### src/rtl/dual_dac_latch.sv
module dual_dac_latch #(
  parameter int DW = 8,
  parameter int SYNC_STAGES = 2
) (
  input  logic                 clk,
  input  logic                 rst_n,
  input  logic                 cs_n,
  input  logic                 wr_n,
  input  logic                 sel_b,
  input  logic [DW-1:0]        bus_in,
  output logic [DW-1:0]        code_a,
  output logic [DW-1:0]        code_b,
  output logic signed [DW-1:0] bip_a,
  output logic signed [DW-1:0] bip_b,
  output logic                 upd_a,
  output logic                 upd_b
);

  localparam int PW = DW + 3;
  localparam logic [PW-1:0] PIN_IDLE = {1'b0, 1'b1, 1'b1, {DW{1'b0}}};

  logic [SYNC_STAGES-1:0][PW-1:0] sync_q;
  logic          s_sel, s_wr, s_cs;
  logic [DW-1:0] s_bus;
  logic          wr_go, ld_a, ld_b;

  always_ff @(posedge clk or negedge rst_n) begin
    if (!rst_n) begin
      for (int i = 0; i < SYNC_STAGES; i++) sync_q[i] <= PIN_IDLE;
    end else begin
      sync_q[0] <= {sel_b, wr_n, cs_n, bus_in};
      for (int i = 1; i < SYNC_STAGES; i++) sync_q[i] <= sync_q[i-1];
    end
  end

  assign {s_sel, s_wr, s_cs, s_bus} = sync_q[SYNC_STAGES-1];

  assign wr_go = !s_cs && !s_wr;
  assign ld_a  = wr_go && !s_sel;
  assign ld_b  = wr_go && s_sel;

  always_ff @(posedge clk or negedge rst_n) begin
    if (!rst_n) begin
      code_a <= '0;
      code_b <= '0;
      upd_a  <= 1'b0;
      upd_b  <= 1'b0;
    end else begin
      upd_a <= ld_a && (s_bus != code_a);
      upd_b <= ld_b && (s_bus != code_b);
      if (ld_a) code_a <= s_bus;
      if (ld_b) code_b <= s_bus;
    end
  end

  assign bip_a = {~code_a[DW-1], code_a[DW-2:0]};
  assign bip_b = {~code_b[DW-1], code_b[DW-2:0]};

endmodule

### config.mk
export PLATFORM = sky130hd
export DESIGN_NAME = dual_dac_latch
export DESIGN_NICKNAME = d
export VERILOG_FILES = /design/src/rtl/dual_dac_latch.sv
export SDC_FILE = /design/constraint.sdc
export NUM_CORES = 1
export LEC_CHECK = 0
export ABC_AREA = 1
export BUFFER_PORTS_ARGS = -buffer_cell sky130_fd_sc_hd__buf_4
export CORE_MARGIN = 5
export CORE_UTILIZATION = 30
export CTS_CLUSTER_DIAMETER = 40
export DETAILED_ROUTE_END_ITERATION = 12
export PLACE_DENSITY = 0.61
export SLEW_MARGIN = 20
export SYNTH_ARGS = -nofsm -noshare
export SYNTH_HDL_FRONTEND = slang
export SYNTH_SLANG_ARGS = --single-unit
### constraint.sdc
create_clock -name clk -period 0.95 [get_ports clk]
set_input_delay 0.0475 -clock clk [delete_from_list [all_inputs] [get_ports clk]]
set_output_delay 0.0475 -clock clk [all_outputs]
set_load 0.05 [all_outputs]
# == After elaboration in Yosys (flattened, before gate mapping) ==
# Cells that the tools add are included.
# classes
n_eq_ne,2
n_bitwise,2
n_reduce_logical,8
# ops
op,n
inequality test 8 bit,2
logical AND 1 bit,5
logical NOT 1 bit,3
NOT 1 bit,2
# totals
regBits,40
out_inout_bits,34
elab_cells,18

# == Logic depth before layout (Yosys ltp) ==
# logic_depth
depth_word,4
ltp_mapped,7
ltp_nobuf,7

# == Worst setup path before layout ==
# OpenSTA, ideal clock, no wires.
# synth_path
path_kind,flip-flop to flip-flop
startpoint,register code_b[7]
endpoint,register upd_b
arrival_ns,1.442
t_required_ns,0.831
setup_slack_ns,-0.610
path_stages_with_launch,8
n_path_buf,0
synth_period_minus_slack_ns,1.560
path_cell_list,dfrtp_1 -> inv_1 -> nand2_1 -> nand2_1 -> nor2_1 -> nand2_1 -> nor2_1 -> nor2_1
# synth_between
elab_chain_len,2
# synth_lines
item,line,text
start: declaration,12,"output logic [DW-1:0] code_b,"
start signal: assignment,52,if (ld_b) code_b <= s_bus;
inequality test 8 bit,50,upd_b <= ld_b && (s_bus != code_b);
logical AND 1 bit,50,
end signal: assignment,50,
end: declaration,16,output logic upd_b
# No other way between the ends.
# A chain may end at the register's enable or synchronous reset.

# == Worst setup path in the final report ==
# layout_path
startpoint,register code_a[4]
endpoint,output port code_a[4]
# layout_rtl
item,line,text
start: declaration,11,"output logic [DW-1:0] code_a,"
start signal: assignment,51,if (ld_a) code_a <= s_bus;
# No word-level cell between the ends.

==> metrics.txt <==
fillcell total=461; buffers added on ports=between 40 and 50; footprint of the multi-input gates=592 µm²; largest net degree at the start of global routing=41; DRC viols=0; clk sinks=40; Worst-Skew Late Latency=0.30 ns; Max Freq=a little over 900 MHz; FF+latch area=1030 µm²; TritonCTS Buffers=5; Period minus WS final=1.07 ns; Initial Utilization=a little under a third; hold crit path type=input port to async pin; Max Fanout on Critical Path=4; Critical Path End Type=output pin; critical path arrival=1.03 ns; total grt overflow=0; Final setup viols=50; worst vdd ir=about 0.0012 V; via count of the first global-routing pass=1451; Routed Antenna Nets=0; Antenna Cells=0; Avg Vias per Cell=about 4.1; Finished Layout Cells=348; detailed placer's ending HPWL=2.50 mm; register area share after synthesis=between 50 and 60%; placed cell area=2260 µm²; r2r endpoint=code_a[7]$_DFFE_PN0P_; yosys warns=0; Final Max Tran Viols=0; Core ar.=5510 µm²; synthesis-to-finish area growth=76.2%; Worst Path Required=0.90 ns; post-synth top area cell=dfrtp_1; Final Hold Viols=0; Mapped Avg Cell Area=9.47 µm²; H-tree Lvls=2; final WL=3.95 mm; drt pass-1 iters=4; Die Ht=85.4 µm; CTS clk-pin slew, worst paths=0.08 ns; worst setup margin=-0.124 ns; worst reg2reg setup slack=-0.10 ns; Slew @ Worst Pin=roughly 0.51 ns; PwrDens=between 1500 and 2000 nW/µm²; library cells used by synthesis=12; Ports=47; first-pass GRT wire length=between 6 and 7 mm; wire per inst=11.3 µm; Site Rows=27; Die Wd=between 80 and 90 µm; Critical Path End=code_a[4]; Synth Net Count=slightly below 200; Via Count=1442; CTS root buf=clkbuf_8; crit path max-delay cell type=dfrtp_2; violated checks=setup timing; Post-Syn Instances=180; dpl cells=about 310; status=finished, violations left; CP Launch Point=code_a[4]$_DFFE_PN0P_; setup TNS=-3.65 ns; DP Worst Slack=-0.0927 ns; CTS Buffer Depth=2; Die Area=7290 µm²; Final #Nets=288; worst r2r path cells=5; final worst-path cycle share=113%; Final Skew=0.0132 ns; initial antenna violation count=0; Crit path largest cell delay=approximately 0.45 ns; Max Cap Viol=0; post-synthesis sequential element count=40; top cell type's share of synthesized area=52.8%; Crit Path Category=flop to output pin; layout cells sized above 1=59.8%; Slew Limit Headroom=65.7%; GP Congestion=0.806; CP startpoint kind=flop; unrepaired setup endpoints after global routing=true; fin area=3010 µm²; CTS tree=built; fin util=a little over half; DRT iter0 DRCs=40; Mapped Area=1710 µm²; Critical R2R Launch=s_wr$_DFF_PN1_; All-Layer GR Usage=11.3%; Leakage=about 0.0015 µW; top cells by area, synth=dfrtp_1 (53%), nand2_1 (15%), o21ai_2 (8.2%); crit-path cells=buf_6, buf_8
[cell usage in the layout, fill, tap and decap left out, drive strengths merged]
cell type	count
buf	90
nand2	72
dfrtp	36
inv	25
o21ai	16
nor2	13
dlygate4sd3	12
clkbuf	7
dfstp	4
clkinv	1
[synth_stat cells]
cell type	n
inv_2	8
nand2_4	2
buf_6	1
dfrtp_1	36
buf_8	1
dfstp_2	4
inv_1	17
nor2_1	12
o21ai_2	16
nor2_4	1
buf_4	14
nand2_1	68
[where the power goes]
group	internal (µW)	switching (µW)
Combinational	1230	1430
Sequential	1890	163
Clock	516	576
Total	3630	2170
[worst max-delay path: cells and delay by family, from the launching register on]
family / cells / cell delay, ns
flip-flops: 1 / 0.45
buffers and inverters: 2 / 0.28
[final cells by class]
type | instances | share of cell area (%)
Timing Repair Buffer | 102 | 37.3
Sequential cell | 40 | 34.1
Multi-Input combinational cell | 101 | 19.7
Inverter | 25 | 3.21
Tap cell | 72 | 3.00
Clock buffer | 7 | 2.54
Clock inverter | 1 | 0.167
[flip-flops by register name, summed over array words and instances (netlist names), 8 cells and up]
| signal | cells |
|---|---|
| code_a | 8 |
| code_b | 8 |
| s_bus | 8 |
| sync_q | 11 |
[kinds of logic after synthesis]
group,count (synthesis),share of synthesized area [%]
flip-flops,40,59.0
buffers and inverters,41,13.2
AO/OA/AOI/OAI,16,8.22
AND/OR/NAND/NOR,83,19.6
[repair_timing]
action                                  CTS  global route
endpoints found under the setup margin   50            50
hold buffers                             12             0
resized for setup                        76            39
gates cloned                              0             2
hold endpoints to repair                 47             0
setup buffers                             9             7
pin swaps                                13            12
[metal layers]
metal | GRT usage [%] | routed length, µm
met3 | 4.17 | 216
met2 | 18.1 | 1940
met1 | 13.9 | 1730
met5 | 0 | 0
met4 | 4.32 | 67
[worst min path at each step]
stage,cells past startpoint,start,slack (ns),end
global placement,1,rst_n,0.05,sync_q[10]$_DFF_PN0_
detailed placement,1,rst_n,0.06,sync_q[4]$_DFF_PN0_
CTS,2,rst_n,0.28,sync_q[1]$_DFF_PN0_
global route,2,rst_n,0.33,sync_q[1]$_DFF_PN0_
finish,2,rst_n,0.26,code_a[4]$_DFFE_PN0P_
floorplan,0,rst_n,-0.25,code_a[0]$_DFFE_PN0P_
[through the flow]
step	hold WS, ns	total power, µW
after floorplan	-0.248	3350
after CTS	0.283	5620
after detailed placement	0.0571	3970
after global placement	0.0550	3950
final	0.260	5800
after global routing	0.326	6070
Note: power is estimated with default switching activity, not from simulation.
